## src/rtl/loc_arb_pkg.sv

```systemverilog
`timescale 1ns/1ps
package loc_arb_pkg;
  localparam logic [7:0] LOC_NONE = 8'hFF;
  // bit positions in the per-locality ownership register
  localparam int B_REGOK  = 7;
  localparam int B_OWNER  = 5;
  localparam int B_SEIZED = 4;
  localparam int B_SEIZE  = 3;
  localparam int B_PEND   = 2;
  localparam int B_REQ    = 1;
  localparam int B_EST    = 0;
endpackage

```

## src/rtl/loc_arb_prio.sv

```systemverilog
`timescale 1ns/1ps
// Finds the highest-numbered set bit of a request vector.
module loc_arb_prio #(
  parameter int N  = 5,
  parameter int IW = 3
) (
  input  logic [N-1:0]  req,
  output logic          hit,
  output logic [IW-1:0] idx
);
  always_comb begin
    hit = 1'b0;
    idx = '0;
    for (int i = 0; i < N; i++) begin
      if (req[i]) begin
        hit = 1'b1;
        idx = IW'(i);
      end
    end
  end
endmodule

```

## src/rtl/loc_arb_rdmux.sv

```systemverilog
`timescale 1ns/1ps
// Registered readback of the ownership register of one locality.
module loc_arb_rdmux
  import loc_arb_pkg::*;
#(
  parameter int N  = 5,
  parameter int IW = 3
) (
  input  logic          clk,
  input  logic          rst,
  input  logic          rd_en,
  input  logic          rd_hit,
  input  logic [IW-1:0] rd_loc,
  input  logic          is_owner,
  input  logic [N-1:0]  req,
  input  logic [N-1:0]  seized,
  input  logic          estab_in,
  output logic [7:0]    rdata
);
  logic [N-1:0] others;
  logic [7:0]   word;

  always_comb begin
    for (int i = 0; i < N; i++) others[i] = (IW'(i) != rd_loc) && req[i];
    word           = 8'h00;
    word[B_REGOK]  = 1'b1;
    word[B_OWNER]  = is_owner;
    word[B_SEIZED] = seized[rd_loc];
    word[B_PEND]   = |others;
    word[B_REQ]    = req[rd_loc];
    word[B_EST]    = ~estab_in;
  end

  always_ff @(posedge clk) begin
    if (rst)        rdata <= 8'h00;
    else if (rd_en) rdata <= rd_hit ? word : 8'hFF;
  end
endmodule

```

## src/rtl/loc_arbiter.sv

```systemverilog
`timescale 1ns/1ps
module loc_arbiter
  import loc_arb_pkg::*;
#(
  parameter int NUM_LOC   = 5,
  parameter int LOC_SHIFT = 12,
  parameter int ADDR_W    = 15
) (
  input  logic              clk,
  input  logic              rst,
  input  logic              wr_en,
  input  logic              rd_en,
  input  logic [ADDR_W-1:0] addr,
  input  logic [7:0]        wdata,
  output logic [7:0]        rdata,
  input  logic              estab_in,
  input  logic              cmd_busy,
  output logic              abort_req,
  input  logic              abort_ack,
  output logic [7:0]        active_loc,
  output logic              loc_changed
);
  localparam int IDX_W   = $clog2(NUM_LOC);
  localparam int FIELD_W = ADDR_W - LOC_SHIFT;
  localparam int HW_LOC  = NUM_LOC - 1;

  logic [NUM_LOC-1:0] req_q, seize_q, seized_q;
  logic [NUM_LOC-1:0] req_d, seize_d, seized_d;
  logic [7:0]         active_q, act_d, next_q, nxt_d, tgt;
  logic               pend_q, pend_d, chg_q, chg_d, go;
  logic [NUM_LOC-1:0] hi_mask, lo_mask;
  logic [7:0]         v;

  // address decode
  logic [FIELD_W-1:0] acc_loc;
  logic               in_win, loc_ok, wr_acc, act_valid, owner, rd_owner;
  logic [IDX_W-1:0]   wloc, a_idx;
  assign acc_loc   = addr[ADDR_W-1:LOC_SHIFT];
  assign in_win    = (addr[LOC_SHIFT-1:0] == '0);
  assign loc_ok    = (acc_loc < FIELD_W'(NUM_LOC));
  assign wloc      = acc_loc[IDX_W-1:0];
  assign wr_acc    = wr_en && in_win && loc_ok && (acc_loc != FIELD_W'(HW_LOC));
  assign act_valid = (active_q != LOC_NONE);
  assign a_idx     = active_q[IDX_W-1:0];
  assign owner     = act_valid && (a_idx == wloc);
  assign rd_owner  = owner;

  always_comb begin
    for (int i = 0; i < NUM_LOC; i++) begin
      hi_mask[i] = (IDX_W'(i) > wloc);
      lo_mask[i] = (IDX_W'(i) < wloc);
    end
  end

  logic             rq_hit;
  logic [IDX_W-1:0] rq_idx;
  loc_arb_prio #(.N(NUM_LOC), .IW(IDX_W)) u_prio (
    .req(req_q), .hit(rq_hit), .idx(rq_idx)
  );

  always_comb begin
    req_d    = req_q;
    seize_d  = seize_q;
    seized_d = seized_q;
    act_d    = active_q;
    pend_d   = pend_q;
    nxt_d    = next_q;
    chg_d    = 1'b0;
    go       = 1'b0;
    tgt      = LOC_NONE;
    v        = wdata;
    if (v[B_SEIZE]) begin
      v[B_REQ]   = 1'b0;
      v[B_OWNER] = 1'b0;
    end
    if (pend_q) begin
      if (abort_ack) begin
        go     = 1'b1;
        tgt    = next_q;
        pend_d = 1'b0;
      end
    end else if (wr_acc) begin
      if (v[B_SEIZED]) seized_d[wloc] = 1'b0;
      if (v[B_OWNER]) begin
        if (owner) begin
          if (rq_hit && cmd_busy) begin
            pend_d = 1'b1;
            nxt_d  = 8'(rq_idx);
          end else begin
            go  = 1'b1;
            tgt = rq_hit ? 8'(rq_idx) : LOC_NONE;
          end
        end else begin
          req_d[wloc] = 1'b0;
        end
      end else if (v[B_SEIZE]) begin
        if ((!act_valid || wloc > a_idx) && !seize_q[wloc] &&
            ((seize_q & hi_mask) == '0)) begin
          seize_d       = seize_d & ~lo_mask;
          seize_d[wloc] = 1'b1;
          if (act_valid && cmd_busy) begin
            pend_d = 1'b1;
            nxt_d  = 8'(wloc);
          end else begin
            go  = 1'b1;
            tgt = 8'(wloc);
          end
        end
      end else if (v[B_REQ] && !owner) begin
        if (act_valid) req_d[wloc] = 1'b1;
        else begin
          go  = 1'b1;
          tgt = 8'(wloc);
        end
      end
    end
    // ownership switch
    if (go && tgt != active_q) begin
      if (act_valid) begin
        if (tgt != LOC_NONE && seize_d[tgt[IDX_W-1:0]]) seized_d[a_idx] = 1'b1;
        else                                            req_d[a_idx]    = 1'b0;
      end
      act_d = tgt;
      if (tgt != LOC_NONE) begin
        req_d[tgt[IDX_W-1:0]]   = 1'b0;
        seize_d[tgt[IDX_W-1:0]] = 1'b0;
        chg_d                   = 1'b1;
      end
    end
  end

  always_ff @(posedge clk) begin
    if (rst) begin
      req_q    <= '0;
      seize_q  <= '0;
      seized_q <= '0;
      active_q <= LOC_NONE;
      next_q   <= LOC_NONE;
      pend_q   <= 1'b0;
      chg_q    <= 1'b0;
    end else begin
      req_q    <= req_d;
      seize_q  <= seize_d;
      seized_q <= seized_d;
      active_q <= act_d;
      next_q   <= nxt_d;
      pend_q   <= pend_d;
      chg_q    <= chg_d;
    end
  end

  loc_arb_rdmux #(.N(NUM_LOC), .IW(IDX_W)) u_rd (
    .clk(clk), .rst(rst), .rd_en(rd_en), .rd_hit(in_win && loc_ok),
    .rd_loc(wloc), .is_owner(rd_owner), .req(req_q), .seized(seized_q),
    .estab_in(estab_in), .rdata(rdata)
  );

  assign active_loc  = active_q;
  assign abort_req   = pend_q;
  assign loc_changed = chg_q;
endmodule

```

## config.mk

```make
export PLATFORM = sky130hd
export DESIGN_NAME = loc_arbiter
export DESIGN_NICKNAME = d
export VERILOG_FILES = /design/src/rtl/loc_arb_pkg.sv /design/src/rtl/loc_arb_prio.sv /design/src/rtl/loc_arb_rdmux.sv /design/src/rtl/loc_arbiter.sv
export SDC_FILE = /design/constraint.sdc
export NUM_CORES = 1
export LEC_CHECK = 0
export BUFFER_PORTS_ARGS = -buffer_cell sky130_fd_sc_hd__buf_2
export CORE_ASPECT_RATIO = 1.4
export CORE_MARGIN = 5
export CORE_UTILIZATION = 25
export CTS_BUF_LIST = sky130_fd_sc_hd__clkbuf_4 sky130_fd_sc_hd__clkbuf_8 sky130_fd_sc_hd__clkbuf_16
export CTS_CLUSTER_SIZE = 25
export DETAILED_ROUTE_END_ITERATION = 12
export GPL_TIMING_DRIVEN = 0
export PLACE_DENSITY_LB_ADDON = 0.3
export SLEW_MARGIN = 5
export SYNTH_ARGS = -nofsm -noshare
export SYNTH_HDL_FRONTEND = slang
export SYNTH_SLANG_ARGS = --single-unit
```

## constraint.sdc

```tcl
create_clock -name clk -period 7.6 [get_ports clk]
set_input_delay 1.52 -clock clk [delete_from_list [all_inputs] [get_ports clk]]
set_output_delay 1.52 -clock clk [all_outputs]
set_load 0.01 [all_outputs]
```

=== After elaboration in Yosys (flattened, before gate mapping) ===
Cells that the tools add are included.

* Logic and storage cells: 177
* Register bits: 41

* Order comparisons: 18
* Muxes and demuxes: 90
* Eq/ne operators: 11
* Bitwise gates (word level): 17
* Reductions and logical operators: 33

{| class="wikitable"
|+ Operator list
! cell !! number
|-
| $mux 8 || 18
|-
| $mux 5 || 25
|-
| $mux 1 || 36
|-
| $and 5x5->5 || 7
|-
| $logic_and 1x1->1 || 20
|-
| $not 5->5 || 4
|-
| $ne 8x8->1 const B || 2
|-
| $or 5x5->5 || 3
|-
| $bmux 1 s3 || 4
|-
| $logic_not 12->1 || 1
|-
| $lt 3x4->1 const B || 3
|-
| $demux 1 s3 || 3
|-
| $ge 3x1->1 const B || 3
|-
| $ne 8x8->1 || 1
|-
| $mux 7 || 1
|-
| $reduce_and 7->1 || 1
|-
| $gt 1x3->1 const A || 2
|-
| $gt 2x3->1 const A || 2
|-
| $lt 1x3->1 const A || 2
|-
| $lt 2x3->1 const A || 2
|-
| $ne 2x3->1 const A || 2
|-
| $reduce_bool 2->1 || 3
|-
| $logic_not 5->1 || 1
|-
| $reduce_or 5->1 || 1
|-
| 16 further kinds || 22
|}

=== Depth between registers and ports, before layout ===
Gate-level depths: netlist of the first run.

* Word-level depth: 20
* Mapped depth: 14

=== Modules after synthesis ===
A second synthesis of the first run with hierarchy kept.

* Cell total of the unflattened synthesis: 264
* Area total of the unflattened synthesis: 2133.3 µm²

{| class="wikitable"
|+ By module, submodules not included
! module !! cells an instance !! instances !! area an instance (µm²)
|-
| loc_arbiter || 210 || 1 || 1701.6
|-
| loc_arb_rdmux || 46 || 1 || 389.1
|-
| loc_arb_prio || 8 || 1 || 42.5
|}

=== Worst setup path before layout of the first run ===
Ideal clock, no wire load.

* Kind: input to register
* Start point: in addr[12]
* End point: reg req_q[3]
* Path buffers: 2
* Setup slack: 3.256 ns
* Arrival time: 4.224 ns
* Data required time: 7.480 ns
* Library setup time: 0.120 ns
* Cell stages on the path: 13
* Cell sequence: clkbuf_1 > inv_1 > ha_1 > and3_1 > a21oi_1 > o2111a_2 > a32oi_2 > o31a_1 > buf_6 > and2_4 > a22o_4 > or3b_4 > o31a_1

* Word-level cells in the longest chain between the ends: 19

{| class="wikitable"
|+ Ends and longest elaborated chain
! element !! RTL line !! text
|-
| start, declared || loc_arbiter.sv:13 || <nowiki>input logic [ADDR_W-1:0] addr,</nowiki>
|-
| $lt 3x4->1 (implied by the code) (tied with other cells) || loc_arbiter.sv:94, loc_arbiter.sv:100, loc_arbiter.sv:110 ||
|-
| $logic_and 1x1->1 (implied by the code) / $mux 1 (equally long branches) || n/a ||
|-
| $mux 1 (implied by the code) / $logic_not 1->1 (equally long branches) || n/a ||
|-
| $demux 1 s3 / $logic_and 1x1->1 (equally long branches) || n/a ||
|-
| $or 5x5->5 (no line) / $logic_and 1x1->1 (equally long branches) || n/a ||
|-
| $mux 5 / $mux 8 (equally long branches) || loc_arbiter.sv:97 || <nowiki>if ((!act_valid || wloc > a_idx) && !seize_q[wloc] &&</nowiki>
|-
| $mux 5 / $mux 8 (equally long branches) || loc_arbiter.sv:96 || <nowiki>end else if (v[B_SEIZE]) begin</nowiki>
|-
| $mux 5 / $mux 8 (equally long branches) || loc_arbiter.sv:84 || <nowiki>if (v[B_OWNER]) begin</nowiki>
|-
| [3 not listed] || n/a ||
|-
| $mux 1 (implied by the code) || loc_arbiter.sv:120 || <nowiki>if (tgt != LOC_NONE && seize_d[tgt[IDX_W-1:0]]) seized_d[a_idx] = 1'b1;</nowiki>
|-
| $logic_and 1x1->1 || loc_arbiter.sv:120 ||
|-
| $mux 5 || loc_arbiter.sv:120 ||
|-
| $mux 5 || loc_arbiter.sv:119 || <nowiki>if (act_valid) begin</nowiki>
|-
| $mux 5 || loc_arbiter.sv:118 || <nowiki>if (go && tgt != active_q) begin</nowiki>
|-
| $and 5x5->5 (no line) || n/a ||
|-
| $mux 5 || loc_arbiter.sv:124 || <nowiki>if (tgt != LOC_NONE) begin</nowiki>
|-
| $mux 5 (*) || loc_arbiter.sv:118 ||
|-
| end signal, assigned || loc_arbiter.sv:142 || <nowiki>req_q <= req_d;</nowiki>
|-
| end, declared || loc_arbiter.sv:27 || <nowiki>logic [NUM_LOC-1:0] req_q, seize_q, seized_q;</nowiki>
|}

Every way passes the cells marked *; elsewhere a longest branch is shown, timed or not. The select of a mux whose other input is x is not followed.
A chain may end at the register's enable or synchronous reset.

=== Final worst setup path of the first run ===
Same ends and word-level chain as after synthesis.

==> reports/qor.csv, run 1 <==
metric,value,unit
status,"complete, no violations",
Reg2Reg Setup Slack,4.05,ns
Max Buffers Root-to-Sink,2,
DR pass1 iterations,4,
gr usage total,12.81,%
Ports,48,
Vias/cell,5.162,
fmax,210.2,MHz
CTS H-tree depth,2,
largest net degree at the start of global routing,11,
WL/cell,15.68,microns
number of synthesized flops with an enable pin,0,
RR Startpoint,active_loc[1],
row count,40,
WL final,6.697,mm
Final Max Tran Viols,0,
"flops & latches, synth",32,
Antenna Cells,0,
hold_buf cts,0,
largest family of logic cells by synthesized area,simple AND/OR/NAND/NOR gates,
Hold/Removal Path Class,flip-flop to flip-flop,
initial antenna violation count,0,
Worst EP arrival,4.92,ns
Slew headroom,52.11,%
simple-gate share of the synthesized area,30.35,%
Post-Syn Nets,306,
Worst-path clk slew,0.05,ns
post-synthesis instance area,2210,sq um
XOR/XNOR share of the synthesized area,1.586,%
unrepaired setup endpoints after global routing,false,
first-pass GRT wire length,10.67,mm
Vias,2204,
layout cells sized above 1,27.02,%
vias in the first global route,2117,
r2r worst-path depth,14,
Crit Path Max Fanout,10,
IO buf count,42,
Hold EP,u_rd.rdata[7],
Overflow after GRT,0,
clk_lat worst skew,0.27,ns
post-synthesis sequential area ratio,28.99,%
Power Dens Cells,155.7,nW/um^2
Final setup viols,0,
dpl cell area,2551,sq um
post-synthesis async set-or-reset flop share,0,%
Setup crit start,addr[12],
synthesized instance count,273,
Worst Skew,0.003539,ns
GP Congestion,0.8761,
Max Cap Viol,0,
synthesis-to-finish area growth,22.37,%
# clock sinks,32,
static leakage,1.073,nW
DRC,0,
Mean Syn Cell Area,8.094,sq um
Initial DRC Count,122,
TritonCTS buffer count,5,
r2r endpoint,req_q[1],
WHS Path Cells,2,
CTS tree,done,
Compound-Gate Fraction of Synth Area,26.44,%
die width,89.46,microns
hpwl dp,5.331,mm
slew of the pin with the lowest slew margin,0.7122,ns
min-delay src,u_rd.rdata[7],
critical path type,primary input to flip-flop,
setup repair bufs after CTS,0,
Critical Path RT,7.76,ns
die height,121.2,microns
fin crit period,4.757,ns
ys flop type,dfxtp_1,
Die Area,10850,sq um
Root Driver,clkbuf_16,
"Period Utilization, post-route",62.59,%
Hold Fails Final Rpt,0,
Layout Nets,355,
"Distinct cells, synth",65,
setup TNS,0,ns
multiplexer share of the synthesized area,3.624,%
Critical Path Source Type,primary input,
Peak VDD IR,0.00009370,V
Crit. End Element,flip-flop,
Initial Util,25.67,%
post-CTS sizing,0,
design area,2704,sq um
Synth warnings,0,
Post-Synth Adder-Cell Area,1.699,%
Core Area,8608,sq um
post-route ant nets,0,
==> per-stage QoR <==
| stage | hold WS [ns] | cells | util, % | power [W] | setup slack [ns] |
|---|---|---|---|---|---|
| 2_1_floorplan | 0.4252 | 273 | - | 0.0001972 | 3.256 |
| 3_3_place_gp | 0.4449 | 420 | 29.64 | 0.0002159 | 2.652 |
| 3_5_place_dp | 0.4473 | 420 | 29.64 | 0.0002161 | 2.622 |
| 4_1_cts | 0.4609 | 427 | 31.41 | 0.0004275 | 2.910 |
| 5_1_grt | 0.4886 | 427 | 31.41 | 0.0004377 | 2.638 |
| 6_report | 0.4538 | 427 | 31.41 | 0.0004209 | 2.843 |
==> area by class of cell <==
type | count | area, sq um
repair buffers | 42 | 210.2
fillers | 943 | 5904
clock buffers | 7 | 152.6
flip-flops and latches | 32 | 640.6
multi-input cells | 211 | 1408
inverters | 9 | 33.78
plain buffers | 21 | 127.6
well taps | 105 | 131.4
==> synthesized netlist by cell type, types with 3 or more instances <==
master,count,area (sq um)
o21ai_0,19,95.09
o211a_1,3,30.03
nor4_4,3,63.81
nand3_1,7,35.03
nand2b_1,12,75.07
nand3b_1,3,22.52
a31oi_1,6,37.54
nor3_1,10,50.05
o22a_2,3,30.03
a21oi_1,14,70.07
nor2b_1,7,43.79
o31ai_1,5,37.54
mux2i_1,8,80.08
a22oi_1,3,22.52
and3_1,3,18.77
clkbuf_1,5,18.77
nor2_1,29,108.9
or3_1,4,25.02
nand2_1,18,67.56
dfxtp_1,32,640.6
a21o_1,3,22.52
a211oi_1,3,22.52
buf_4,10,75.07
inv_1,9,33.78
ha_1,3,37.54
==> state kept, by name, summed over array words and instances (netlist names) <==
signal	cells
next_q	4
req_q	5
seize_q	5
abort_req	1
active_loc	4
loc_changed	1
u_rd.rdata	7
seized_q	5
==> layout by cell type, fill, tap and decap left out, drive strengths merged, types with 4 or more instances in the layout <==
cell,instances
nor2,29
inv,9
or3,5
nand2b,12
nand3,7
and3,4
nor2b,7
o31ai,5
a31oi,6
nor4,5
a21oi,15
nor3,10
mux2i,8
and2,5
o21ai,19
buf,57
nand2,18
dfxtp,32
clkbuf,13
==> worst max path at each step <==
| stage | end | slack (ns) | cells after the start |
|---|---|---|---|
| 2_1_floorplan | req_q[3] | 3.26 | 13 |
| 3_3_place_gp | req_q[3] | 2.65 | 14 |
| 3_5_place_dp | req_q[3] | 2.62 | 14 |
| 4_1_cts | req_q[3] | 2.91 | 14 |
| 5_1_grt | seized_q[1] | 2.64 | 15 |
| 6_report | req_q[3] | 2.84 | 14 |
==> layer usage <==
layer | GRT usage [%] | part of all wire (%)
met4 | 6.052 | 3.4
met3 | 2.514 | 4.6
met2 | 22.65 | 51
met5 | 0 | 0
met1 | 14.25 | 41
==> cell families after synthesis <==
kind of cell / Yosys count
and+or+nand+nor: 116
AOI/OAI and AO/OA: 80
buffers and inverters: 30
DFF: 32
muxes: 8
xor gates and xnor gates: 4
adders and majority gates: 3
==> power by group <==
group | switching (W) | internal (W)
clock | 0.0000708 | 0.000137
sequential | 0.00000115 | 0.000171
combinational | 0.0000247 | 0.0000163
==> worst max-delay path: stages <==
cell and delay (ns):
buf_2 0.15, clkbuf_1 0.37, inv_1 0.20, ha_1 0.31
and3_1 0.24, a21oi_1 0.07, o2111a_2 0.30, a32oi_2 0.34
o22a_2 0.23, buf_4 0.17, mux2i_1 0.10, a22o_4 0.28
or3b_4 0.40, o31a_1 0.24
No activity file was read; power rests on OpenSTA's default activity.
==> run 2, diff against run 1 <==
==> constraint.sdc (replaced) <==
create_clock -name clk -period 3.9 [get_ports clk]
set_input_delay 0.78 -clock clk [delete_from_list [all_inputs] [get_ports clk]]
set_output_delay 0.78 -clock clk [all_outputs]
set_load 0.01 [all_outputs]
==> reports/qor.csv, run 2 (synthesized netlist as in run 1, its figures left out) <==
metric,value,unit
WL/cell,15.81,microns
largest net degree at the start of global routing,17,
Initial DRC Count,108,
Worst-path clk slew,0.05,ns
Hold Fails Final Rpt,0,
Initial Util,25.67,%
fmax,270.4,MHz
Power Dens Cells,304.5,nW/um^2
GP Congestion,0.8761,
die height,121.2,microns
Die Area,10850,sq um
layout cells sized above 1,27.41,%
"Period Utilization, post-route",94.84,%
dpl cell area,2551,sq um
static leakage,1.073,nW
Core Area,8608,sq um
critical path type,primary input to flip-flop,
Critical Path Source Type,primary input,
Fillers,939,
Ports,48,
fin crit period,3.699,ns
most frequent cells in the layout,"buf_2 (44), dfxtp_1 (32), nor2_1 (29), o21ai_0 (19), nand2_1 (18)",
FF+latch area,640.6,sq um
clk_lat worst skew,0.28,ns
Vias/cell,5.150,
Max Buffers Root-to-Sink,2,
DRC,0,
initial antenna violation count,0,
Vias,2194,
Worst Skew,0.005012,ns
Final Max Tran Viols,0,
synthesis-to-finish area growth,22.42,%
CTS tree,done,
max reg flops,7,
unrepaired setup endpoints after global routing,false,
Layout Nets,354,
Crit. End Element,flip-flop,
Slew headroom,50.92,%
Overflow after GRT,0,
DR pass1 iterations,4,
slew of the pin with the lowest slew margin,0.7300,ns
Antenna Cells,0,
Hold/Removal Path Class,flip-flop to flip-flop,
WHS,0.4541,ns
first-pass GRT wire length,10.67,mm
vias in the first global route,2106,
Critical Path RT,4.07,ns
TritonCTS buffer count,5,
Peak VDD IR,0.0001797,V
gr usage total,12.81,%
# clock sinks,32,
"commonest non-fill, non-tap cell in the layout",buf_2,
Crit Path Max Fanout,16,
Final setup viols,0,
design area,2705,sq um
post-route ant nets,0,
Top reg by flops,u_rd.rdata,
Worst EP arrival,3.87,ns
WL final,6.736,mm
IO buf count,42,
row count,40,
setup repair bufs after CTS,0,
multi-input logic area,1413,sq um
status,"complete, no violations",
hpwl dp,5.331,mm
Max Cap Viol,0,
final core occ,31.42,%
die width,89.46,microns
CTS H-tree depth,2,
Root Driver,clkbuf_16,
run 2: changes by cell type in the layout (fill, tap and decap cells not counted), sizes merged:
| cell | previous run | this run |
|---|---|---|
| clkbuf | 13 | 12 |
run 2: timing repair:
action	4_1_cts	5_1_grt
pin swaps	0	0
gates resized for setup	0	1
endpoints found under the hold margin	0	0
setup endpoints to repair	7	2
hold buffers	0	0
run 2: area by class of cell:
cell class,instances,area share (%)
buffer,20,4.579
clock buffer,7,5.643
inverter,9,1.249
multi-input combinational,211,52.22
sequential,32,23.68
tap,105,4.857
timing repair buffer,42,7.771
run 2: per-stage QoR:
step	setup slack, ns	cells	TNS [ns]	power (W)
after floorplan	0.2963	273	0	0.0003843
after global placement	-0.3079	420	-3.348	0.0004207
after CTS	0.2354	426	0	0.0008327
final	0.2012	426	0	0.0008236
after global routing	0.003950	426	0	0.0008529
after detailed placement	-0.3380	420	-3.624	0.0004211
run 2: worst max-delay path, stage by stage:
cell	delay, ns
buf_2	0.25
inv_1	0.17
ha_1	0.30
and3_1	0.24
a21oi_1	0.07
o2111a_2	0.30
a32oi_2	0.33
o22a_2	0.23
buf_4	0.17
mux2i_1	0.10
a22o_4	0.28
or3b_4	0.40
o31a_1	0.24
run 2: worst paths after layout:
path	startpoint	endpoint	slack, ns	depth (start not counted)
setup / recovery	addr[12]	req_q[3]	0.20	13
setup reg to reg	active_loc[1]	req_q[1]	0.36	14
hold / removal	u_rd.rdata[7]	u_rd.rdata[7]	0.45	2
hold reg to reg	u_rd.rdata[7]	u_rd.rdata[7]	0.45	2
run 2: routing by layer:
layer  global-route usage, %  up-vias  share of wire, %
met5                       0        -                 0
met4                   6.052        0               3.7
met3                   2.514       17               5.1
met2                   22.60       62                52
met1                   14.29     1024                40
li1                        -     1091                 -
run 2: where the power goes:
group	switching, W	total, W	internal [W]
registers	0.00000223	0.000335	0.000332
logic	0.0000479	0.0000796	0.0000317
clock network	0.000142	0.000409	0.000268
==> run 3, diff against run 2 <==
--- a/config.mk
+++ b/config.mk
@@ -5,15 +5,16 @@
 export SDC_FILE = /design/constraint.sdc
 export NUM_CORES = 1
 export LEC_CHECK = 0
-export BUFFER_PORTS_ARGS = -buffer_cell sky130_fd_sc_hd__buf_2
 export CORE_ASPECT_RATIO = 1.4
 export CORE_MARGIN = 5
 export CORE_UTILIZATION = 25
 export CTS_BUF_LIST = sky130_fd_sc_hd__clkbuf_4 sky130_fd_sc_hd__clkbuf_8 sky130_fd_sc_hd__clkbuf_16
 export CTS_CLUSTER_SIZE = 25
 export DETAILED_ROUTE_END_ITERATION = 12
+export DONT_BUFFER_PORTS = 1
 export GPL_TIMING_DRIVEN = 0
 export PLACE_DENSITY_LB_ADDON = 0.3
+export SKIP_LAST_GASP = 1
 export SLEW_MARGIN = 5
 export SYNTH_ARGS = -nofsm -noshare
 export SYNTH_HDL_FRONTEND = slang
==> reports/qor.csv, run 3 (synthesized netlist as in run 1, its figures left out) <==
metric,value,unit
status,"complete, no violations",
DR pass1 iterations,4,
first-pass GRT wire length,10.67,mm
Worst EP arrival,3.82,ns
Initial DRC Count,106,
Buffers & Inverters on Critical Path,3,
largest net degree at the start of global routing,11,
Core Area,8608,sq um
WL/cell,17.30,microns
Int Pwr,0.0006200,W
Max Buffers Root-to-Sink,2,
fin crit period,3.657,ns
sw power,0.0001808,W
unrepaired setup endpoints after global routing,false,
Die Area,10850,sq um
final core occ,29.06,%
WL final,6.662,mm
critical path type,flip-flop to flip-flop,
hpwl dp,5.343,mm
Hold Fails Final Rpt,0,
Root Driver,clkbuf_16,
Antenna Cells,0,
TritonCTS buffer count,5,
DP Worst Slack,-0.1731,ns
WHS Path Cells,1,
Crit Path Max Fanout,10,
final setup margin,0.2426,ns
Initial Util,25.67,%
initial antenna violation count,0,
Critical Path RT,4.06,ns
row count,40,
fmax,273.4,MHz
Vias/cell,5.335,
DRC,0,
Top reg by flops,u_rd.rdata,
slew of the pin with the lowest slew margin,0.7134,ns
r2r worst-path depth,13,
Power Dens Cells,320.2,nW/um^2
"commonest non-fill, non-tap cell in the layout",dfxtp_1,
Peak VDD IR,0.0002362,V
IO buf count,0,
clk_lat worst skew,0.28,ns
critical path's top delay family,compound AO/OA/AOI/OAI gates,
Worst-path clk slew,0.05,ns
# clock sinks,32,
critical-path cell list,clkbuf_2 -> inv_1 -> ha_1 -> and3_1 -> a21oi_1 -> o2111a_2 -> a32oi_2 -> o22a_2 -> buf_4 -> mux2i_1 -> a22o_4 -> or3b_4 -> o31a_1,
clock share of power,51.2,%
Sw Share,22.58,%
Final setup viols,0,
GP Congestion,0.8397,
max incr delay on CP,0.40,ns
share of power burned in registers,42.2,%
min-delay src,next_q[6],
die width,89.46,microns
Hold EP,next_q[6],
Reg2Reg Setup Slack,0.24,ns
post-route ant nets,0,
Hold/Removal Path Class,flip-flop to flip-flop,
most frequent cells in the layout,"dfxtp_1 (32), nor2_1 (29), o21ai_0 (19), nand2_1 (18), a21oi_1 (14)",
Vias,2054,
RR Startpoint,active_loc[1],
Layout Nets,313,
Overflow after GRT,0,
CTS H-tree depth,2,
Worst Skew,0.003270,ns
die height,121.2,microns
synthesis-to-finish area growth,13.19,%
Max Cap Viol,0,
max reg flops,7,
CTS tree,done,
layout cells sized above 1,16.79,%
"Period Utilization, post-route",93.78,%
r2r endpoint,req_q[3],
Comb pwr share,6.6,%
Slew headroom,52.03,%
static leakage,0.9165,nW
vias in the first global route,2049,
Final Max Tran Viols,0,
Crit. End Element,flip-flop,
Ports,48,
gr usage total,12.96,%
Critical Path Source Type,flip-flop,
"Slowest-stage cell, CP",or3b_4,
==> run 3: what timing repair did <==
action                     CTS  global route
setup buffers                0             0
gates resized for setup      0             3
hold buffers                 0             0
setup endpoints to repair    0            11
==> run 3: cell type report <==
cell class                      instances  area (sq um)
Buffer                                 21         128.9
Tap cell                              105         131.4
Multi-Input combinational cell        211          1414
Fill cell                             952          6107
Inverter                                9         33.78
Sequential cell                        32         640.6
Clock buffer                            7         152.6
==> run 3: routing by layer <==
| metal | GRT usage, % | up-vias | wire length, microns |
|---|---|---|---|
| met5 | 0 | - | 0 |
| met4 | 5.587 | 0 | 204 |
| met3 | 3.057 | 14 | 371 |
| met2 | 22.88 | 61 | 3429 |
| met1 | 14.37 | 965 | 2656 |
| li1 | - | 1014 | - |
==> run 3: per-stage QoR <==
step | instances | instance area (sq um) | power, W | hold WS, ns | setup TNS (ns)
floorplan | 273 | 2210 | 0.0003843 | 0.4252 | 0
global placement | 378 | 2341 | 0.0003975 | 0.4522 | -0.9209
detailed placement | 378 | 2341 | 0.0003980 | 0.4566 | -1.251
CTS | 385 | 2494 | 0.0008099 | 0.4648 | 0
global route | 385 | 2501 | 0.0008351 | 0.4800 | 0
finish | 385 | 2501 | 0.0008009 | 0.4670 | 0
==> run 3: power groups by stage <==
stage	combinational [W]	sequential, W	clock, W
3_5_place_dp	0.0000527	0.000345	0
4_1_cts	0.0000528	0.000338	0.000419
6_report	0.0000528	0.000338	0.000410
2_1_floorplan	0.0000400	0.000344	0
5_1_grt	0.0000586	0.000339	0.000438
3_3_place_gp	0.0000521	0.000345	0
==> run 3: worst max-delay path by stage <==
stage | from | cells past startpoint | to | slack, ns
2_1_floorplan | addr[12] | 13 | req_q[3] | 0.30
3_3_place_gp | addr[12] | 13 | req_q[3] | -0.13
3_5_place_dp | addr[12] | 13 | req_q[3] | -0.17
4_1_cts | addr[12] | 13 | req_q[1] | 0.12
5_1_grt | active_loc[2] | 13 | req_q[1] | 0.03
6_report | active_loc[1] | 13 | req_q[3] | 0.24
